--- src/rtl/rdiv_pkg.sv ---
package rdiv_pkg;

  typedef enum logic [1:0] {
    RATE_500 = 2'b00,
    RATE_300 = 2'b01,
    RATE_250 = 2'b10,
    RATE_1M  = 2'b11
  } rate_e;

  // Pick the per-rate value out of four candidates
  function automatic int pick(rate_e r, int v1m, int v500, int v300, int v250);
    case (r)
      RATE_1M:  return v1m;
      RATE_300: return v300;
      RATE_250: return v250;
      default:  return v500;
    endcase
  endfunction

  function automatic int max4(int a, int b, int c, int d);
    int m;
    m = a;
    if (b > m) m = b;
    if (c > m) m = c;
    if (d > m) m = d;
    return m;
  endfunction

  // Low rates (250/300) form the "slow" density group
  function automatic logic slow_rate(rate_e r);
    return (r == RATE_300) || (r == RATE_250);
  endfunction

endpackage

--- src/rtl/rdiv_tick_gen.sv ---
module rdiv_tick_gen
  import rdiv_pkg::*;
#(
  parameter int DIV_1M  = 3,
  parameter int DIV_500 = 6,
  parameter int DIV_300 = 10,
  parameter int DIV_250 = 12,
  parameter int CW      = 4
) (
  input  logic  clk,
  input  logic  rst,
  input  rate_e pend,
  output logic  tick,
  output rate_e active
);

  logic [CW-1:0] cnt_q;
  logic [CW-1:0] last_c;
  rate_e         active_q;
  logic          tick_q;

  always_comb begin
    last_c = CW'(pick(active_q, DIV_1M, DIV_500, DIV_300, DIV_250) - 1);
  end

  always_ff @(posedge clk) begin
    if (rst) begin
      cnt_q    <= '0;
      active_q <= RATE_500;
      tick_q   <= 1'b0;
    end else if (cnt_q == last_c) begin
      cnt_q    <= '0;
      active_q <= pend;
      tick_q   <= 1'b1;
    end else begin
      cnt_q    <= cnt_q + CW'(1);
      tick_q   <= 1'b0;
    end
  end

  assign tick   = tick_q;
  assign active = active_q;

endmodule

--- src/rtl/rdiv_wpulse.sv ---
module rdiv_wpulse
  import rdiv_pkg::*;
#(
  parameter int WID_1M  = 5,
  parameter int WID_500 = 10,
  parameter int WID_300 = 16,
  parameter int WID_250 = 19,
  parameter int WW      = 5
) (
  input  logic  clk,
  input  logic  rst,
  input  logic  trig,
  input  rate_e rate,
  output logic  pulse
);

  logic [WW-1:0] wcnt_q;
  logic [WW-1:0] wcnt_d;
  logic          pulse_q;

  always_comb begin
    if (trig && (wcnt_q == '0))
      wcnt_d = WW'(pick(rate, WID_1M, WID_500, WID_300, WID_250));
    else if (wcnt_q != '0)
      wcnt_d = wcnt_q - WW'(1);
    else
      wcnt_d = wcnt_q;
  end

  always_ff @(posedge clk) begin
    if (rst) begin
      wcnt_q  <= '0;
      pulse_q <= 1'b0;
    end else begin
      wcnt_q  <= wcnt_d;
      pulse_q <= (wcnt_d != '0);
    end
  end

  assign pulse = pulse_q;

endmodule

--- src/rtl/rdiv_dens.sv ---
module rdiv_dens
  import rdiv_pkg::*;
(
  input  logic  clk,
  input  rate_e rate,
  input  logic  ident,
  input  logic  invert,
  output logic  dens
);

  logic base;
  logic dens_q;

  always_comb begin
    base = ident ? !slow_rate(rate) : slow_rate(rate);
  end

  always_ff @(posedge clk) begin
    dens_q <= base ^ invert;
  end

  assign dens = dens_q;

endmodule

--- src/rtl/rate_clk_div.sv ---
module rate_clk_div
  import rdiv_pkg::*;
#(
  parameter int DIV_1M  = 3,
  parameter int DIV_500 = 6,
  parameter int DIV_300 = 10,
  parameter int DIV_250 = 12,
  parameter int WID_1M  = 5,
  parameter int WID_500 = 10,
  parameter int WID_300 = 16,
  parameter int WID_250 = 19
) (
  input  logic       clk,
  input  logic       rst,
  input  logic       rate_we,
  input  logic [1:0] rate_wdata,
  input  logic       ident,
  input  logic       invert,
  input  logic       wr_trig,
  output logic       tick,
  output logic       wr_pulse,
  output logic [1:0] rate_code,
  output logic       dens_sel
);

  localparam int MAX_DIV = max4(DIV_1M, DIV_500, DIV_300, DIV_250);
  localparam int MAX_WID = max4(WID_1M, WID_500, WID_300, WID_250);
  localparam int CW      = (MAX_DIV < 2) ? 1 : $clog2(MAX_DIV);
  localparam int WW      = $clog2(MAX_WID + 1);

  rate_e pend_q;
  rate_e active;

  always_ff @(posedge clk) begin
    if (rst)          pend_q <= RATE_500;
    else if (rate_we) pend_q <= rate_e'(rate_wdata);
  end

  rdiv_tick_gen #(
    .DIV_1M(DIV_1M), .DIV_500(DIV_500), .DIV_300(DIV_300), .DIV_250(DIV_250), .CW(CW)
  ) u_tick (
    .clk(clk), .rst(rst), .pend(pend_q), .tick(tick), .active(active)
  );

  rdiv_wpulse #(
    .WID_1M(WID_1M), .WID_500(WID_500), .WID_300(WID_300), .WID_250(WID_250), .WW(WW)
  ) u_wp (
    .clk(clk), .rst(rst), .trig(wr_trig), .rate(active), .pulse(wr_pulse)
  );

  rdiv_dens u_dens (
    .clk(clk), .rate(active), .ident(ident), .invert(invert), .dens(dens_sel)
  );

  assign rate_code = active;

endmodule

--- config.mk ---
export PLATFORM = sky130hd
export DESIGN_NAME = rate_clk_div
export DESIGN_NICKNAME = d
export VERILOG_FILES = /design/src/rtl/rdiv_pkg.sv /design/src/rtl/rdiv_tick_gen.sv /design/src/rtl/rdiv_wpulse.sv /design/src/rtl/rdiv_dens.sv /design/src/rtl/rate_clk_div.sv
export SDC_FILE = /design/constraint.sdc
export NUM_CORES = 1
export LEC_CHECK = 0
export BUFFER_PORTS_ARGS = -buffer_cell sky130_fd_sc_hd__buf_2
export CORE_MARGIN = 2
export CORE_UTILIZATION = 40
export DETAILED_ROUTE_END_ITERATION = 10
export GPL_TIMING_DRIVEN = 0
export PLACE_DENSITY_LB_ADDON = 0.3
export RECOVER_POWER = 100
export SLEW_MARGIN = 20
export SYNTH_ARGS = -nofsm -noshare
export SYNTH_HDL_FRONTEND = slang
export SYNTH_SLANG_ARGS = --single-unit
--- constraint.sdc ---
create_clock -name clk -period 3.1 [get_ports clk]
set_input_delay 0.155 -clock clk [delete_from_list [all_inputs] [get_ports clk]]
set_output_delay 0.155 -clock clk [all_outputs]
set_load 0.005 [all_outputs]
-- Yosys cells after proc, flatten, opt, wreduce, memory -nomap -nowiden
Index checks and enable logic that the tools add are counted.
- add/subtract/negate cells: 3
- eq/ne operators: 4
- muxes and demuxes: 6
- bitwise gates (word level): 1
- reductions and logical operators: 7
- operators by type and width (cell ; count):
    case mux 5 bit (3 select lines) ; 1
    case mux 4 bit (3 select lines) ; 1
    two-way mux 5 bit ; 2
    nonzero test 5 bit ; 2
    zero test 5 bit ; 1
    subtractor 5 x 1 -> 5 bit, second input constant ; 1
    adder 4 x 1 -> 4 bit, second input constant ; 1
    == test 2 bit, second input constant ; 2
    == test 4 bit ; 1
    subtractor 4 x 1 -> 4 bit, second input constant ; 1
    == test 2 x 1 -> 1 bit, second input constant ; 1
    two-way mux 1 bit ; 2
    OR reduction 2 bit ; 1
    logical AND 1 bit ; 1
    zero test 1 bit ; 1
    logical OR 1 bit ; 1
    bitwise XOR 1 bit ; 1
- flip-flop bits (word level): 16
- bits of input ports: 8
- output and inout bits: 5
- word-level logic and storage cells: 28

-- Depth between registers and ports, before layout
- depth in word-level cells: 5
- mapped depth: 8

-- Hierarchy
From an unflattened synthesis, not the netlist that was laid out.
- cells, all modules: 93
- area, all modules: 865.8 um2
- by module, submodules not included (module ; instances ; cells each ; area each (um2) ; sequential area each (um2)):
    rdiv_wpulse ; 1 ; 48 ; 389.1 ; 120.1
    rdiv_tick_gen ; 1 ; 35 ; 362.8 ; 140.1
    rate_clk_div ; 1 ; 6 ; 67.6 ; 40.0
    rdiv_dens ; 1 ; 4 ; 46.3 ; 20.0

-- Least setup slack after synthesis
OpenSTA, ideal clock, no wires.
- kind: register -> register
- start point: register u_tick.active_q[1] (netlist: u_tick.active[1])
- end point: register u_tick.active_q[0] (netlist: u_tick.active[0])
- setup time: 0.128 ns
- arrival time: 1.796 ns
- required time: 2.972 ns
- slack: 1.176 ns
- cell stages (with the launch flop): 8
- path buffers: 0
- period minus slack after synthesis: 1.924 ns
- cells stage by stage: dfxtp_1 -> ha_1 -> inv_1 -> ha_1 -> xor2_1 -> nor4_4 -> mux2i_1 -> nor2_1
- cells in the longest elaborated chain, start to end: 4
- RTL lines (element ; line ; text):
    from (decl) ; rdiv_tick_gen.sv:19 ; rate_e active_q;
    from (signal assigned) ; rdiv_tick_gen.sv:33 ; active_q <= pend;
    == test 2 bit or == test 2 x 1 -> 1 bit (tied branches) ; rdiv_pkg.sv:12 ; case (r)
    case mux 4 bit (3 select lines) * ; rdiv_pkg.sv:12 ;
    subtractor 4 x 1 -> 4 bit * ; rdiv_tick_gen.sv:23 ; last_c = CW'(pick(active_q, DIV_1M, DIV_500, DIV_300, DIV_250) - 1);
    == test 4 bit * ; rdiv_tick_gen.sv:31 ; end else if (cnt_q == last_c) begin
Mark *: on every way between the ends. The rest lies on a longest branch, timed or not.
A chain may end at the register's enable or synchronous reset.

-- Final worst setup path
- start point: register u_wp.wcnt_q[0]
- end point: register u_wp.pulse_q (netlist: u_wp.pulse)
- cells in the longest elaborated chain, start to end: 4
- RTL lines (element ; line ; text):
    from (decl) ; rdiv_wpulse.sv:17 ; logic [WW-1:0] wcnt_q;
    from (signal assigned) ; rdiv_wpulse.sv:35 ; wcnt_q <= wcnt_d;
    subtractor 5 x 1 -> 5 bit (tied with other cells) ; rdiv_wpulse.sv:25 ; wcnt_d = wcnt_q - WW'(1);
    two-way mux 5 bit or logical AND 1 bit (tied branches) ; rdiv_wpulse.sv:24, rdiv_wpulse.sv:22 ;
    two-way mux 5 bit * ; rdiv_wpulse.sv:22 ; if (trig && (wcnt_q == '0))
    nonzero test 5 bit * ; rdiv_wpulse.sv:36 ; pulse_q <= (wcnt_d != '0);
    to (signal assigned) ; rdiv_wpulse.sv:36 ;
    to (decl) ; rdiv_wpulse.sv:19 ; logic pulse_q;
Marks and branches as above.

==> impl_results.md <==
* Status: complete, no violations
* Wire per inst at just over 10 um
* Final wirelength at approximately 1300 um
* Inst Count DP at between 100 and 150
* Initial Utilization at 41.5%
* DR vias/cell at 4.77
* Top Family by Delay on Critical Path: simple AND/OR/NAND/NOR gates
* Post-route non-filler standard cell count at 125
* Mux cell area share after synthesis at slightly above 5%
* Synth Register Bits at 16
* DR iter-0 viols at 8
* CP endpoint kind: register
* CTS Buffer Depth at 2
* Register area at 320 um^2
* Setup TNS at 0 ns
* LEAKAGE at 0.382 nW
* Detailed-route via count at 596
* Main synth FF type: dfxtp_1
* Final Net Count at between 100 and 150
* Worst-Skew Late Latency at around 0.29 ns
* Register area share after synthesis at between 40% and 50%
* Worst R2R Start: u_wp.wcnt_q[0]
* Area fraction in compound gates after synthesis at 9.98%
* Max Fclk at 0.447 GHz
* RSZ-0062 raised after global routing: false
* CP max stage cell: nor4b_1
* Fillers at roughly 190
* Cell variety after synth at 25
* Worst Tran Pin Value at between 1 and 1.5 ns
* Detailed Routing Iterations Pass 1 at 2
* Post-route cell area at around 900 um^2
* Root Buffer: clkbuf_4
* CTS Buf Count at 3
* Global-route wire length before repair at between 2000 and 2500 um
* Shortest period the worst path allows at ~2.2 ns
* Net count after synthesis at a little under 100
* Hold Path Stages at 3
* Normalized max-slew margin at 22.1%
* Post-Synth Simple-Gate Area at 20.6%
* Buf/Inv on CP at 1
* Post-CTS Setup Inserts at 0
* Die width at ~48 um
* Maximum vdd drop at 0.297 mV
* N_diodes at 0
* Cell Area, Synth at ~790 um^2
* CP required at between 3 and 4 ns
* Gpl congestion at between 0.7 and 0.8
* Worst Reg-to-Reg Cells at 6
* Resized cells post-CTS at 0
* Clock transition at path regs at about 0.09 ns
* CP max FO at 9
* CORE AREA at between 1500 and 2000 um^2
* Synth-to-Final Area Change at 13.9%
* R2R Setup Slk at 0.86 ns
* Worst hold start: rate_wdata[1]
* Fin. Hold Viols at 0
* Core Util, Final at 47.3%
* IO Port Bufs at 11
* GRT Overall Usage at around an eighth
* Synth Area in Adders at about a tenth
* Largest family of logic cells by synthesized area: simple AND/OR/NAND/NOR gates
* Max Cap Viol at 0
* Chip height at between 40 and 50 um
* CTS H-tree lvls at 1
* Hold Path Class: in2reg
* Area of placed instances at 878 um^2
* DP HPWL at roughly 1000 um
* Syn_area_per_cell at about 9.5 um^2
* Share of post-route cells with drive strength above 1 at about 16%
* Die area at ~2300 um^2
* Max-slew violation count at 0
* Synth warnings at 0
* Endpoint, Worst Hold: pend_q[1]
* Slack of the critical path at between 0.8 and 0.9 ns
* Critical path arrival at between 2 and 2.5 ns
* Io pins at 13
* Sinks on Clock Net at 16
* Largest net degree at the start of global routing at 11
* Xor and xnor area share after synthesis at under 10%
* CTS tree: yes
* # DRC at 0
* Reg2reg end: u_wp.pulse
* Initial antenna violation count at 0
* Grt ovf at 0
* Core Rows at 16
* Most common cell after layout, fill and taps aside: dfxtp_1
* Worst hold margin at around 0.095 ns
* Final setup fails at 0
* Post-CTS Hold Fix Bufs at 0
* Peak per-stage delay on the critical path at 0.93 ns
* Dpl ws at 0.965 ns
* Synth Instances at 83
* Tcrit/Tclk final at about 72%
* Async SR Flop Fraction at 0%
* Routed Antenna Nets at 0
* Power Density at 661 nW/um^2
* Commonest cells after routing, fill and taps aside: dfxtp_1, nor2_1, buf_2
* Pwr Total at 0.594 mW
* Number of global-route vias before repair at about 570
* Number of flops mapped to enable cells by yosys at 0
* Clock Skew at between 0.0007 and 0.0008 ns
* Critical path class: reg2reg
* Crit path cell chain: inv_1 -> ha_1 -> nor4b_1 -> o21ai_0 -> o31ai_1 -> a41oi_1
* Area of the multi-input gates at roughly 420 um^2
* Startpoint Class: register
[flip-flops by register name (all words and copies together), names as in the netlist]
| name | cells |
|---|---|
| u_tick.cnt_q | 4 |
| u_tick.active | 2 |
| u_wp.wcnt_q | 5 |
| pend_q | 2 |
| u_wp.pulse | 1 |
| u_dens.dens | 1 |
| u_tick.tick | 1 |
[worst register-to-register path, cell delays in order (launching register included)]
cell and delay, ns:
dfxtp_1 0.33, inv_1 0.12, ha_1 0.20, nor4b_1 0.93
o21ai_0 0.24, o31ai_1 0.14, a41oi_1 0.14
[report_power, final]
part / switching (mW) / internal, mW / leakage [nW]
clock network: 0.0671 / 0.0716 / 0.0210
registers: 0.0255 / 0.239 / 0.132
logic: 0.104 / 0.0876 / 0.230
[cells by family after synthesis]
family,after synthesis
AND/OR/NAND/NOR,27
adder cells (fa/ha/maj),6
buffers and inverters,9
flip-flops,16
AO/OA/AOI/OAI,12
XOR/XNOR,9
multiplexers,4
[metal layers]
metal	global-route usage, %	routed length [um]	up-vias
met5	0	0	-
met4	8.57	30	0
met3	1.85	42	4
met2	22.0	628	9
met1	14.2	567	270
li1	-	-	313
[how the worst max path moves through the flow]
stage	start	to	slack (ns)	depth (start not counted)
final	u_wp.wcnt_q[0]	u_wp.pulse	0.86	6
after global routing	u_wp.wcnt_q[0]	u_wp.pulse	0.57	6
after CTS	u_tick.active[1]	u_tick.active[0]	0.95	7
after detailed placement	u_tick.active[1]	u_tick.active[0]	0.96	7
after global placement	u_tick.active[1]	u_tick.active[0]	1.0	7
after floorplan	u_tick.active[1]	u_tick.active[0]	1.18	7
[layout make-up]
class / count / area share [%]
Inverter: 7 / 2.92
Clock buffer: 4 / 4.03
Multi-Input combinational cell: 58 / 46.7
Tap cell: 27 / 3.76
Timing Repair Buffer: 11 / 6.12
Buffer: 2 / 0.834
Sequential cell: 16 / 35.6
[Yosys cell counts (2+ instances only)]
cell type / number / area [um^2]
nor3_1: 4 / 20.0
clkbuf_1: 2 / 7.51
nor2_1: 13 / 48.8
xor2_1: 4 / 35.0
dfxtp_1: 16 / 320
ha_1: 6 / 75.1
o21a_1: 2 / 15.0
inv_1: 7 / 26.3
nand2b_1: 2 / 12.5
a21oi_1: 4 / 20.0
mux2i_1: 4 / 40.0
xnor2_1: 5 / 43.8
nand3_1: 2 / 10.0
(Power assumes the default switching activity.)
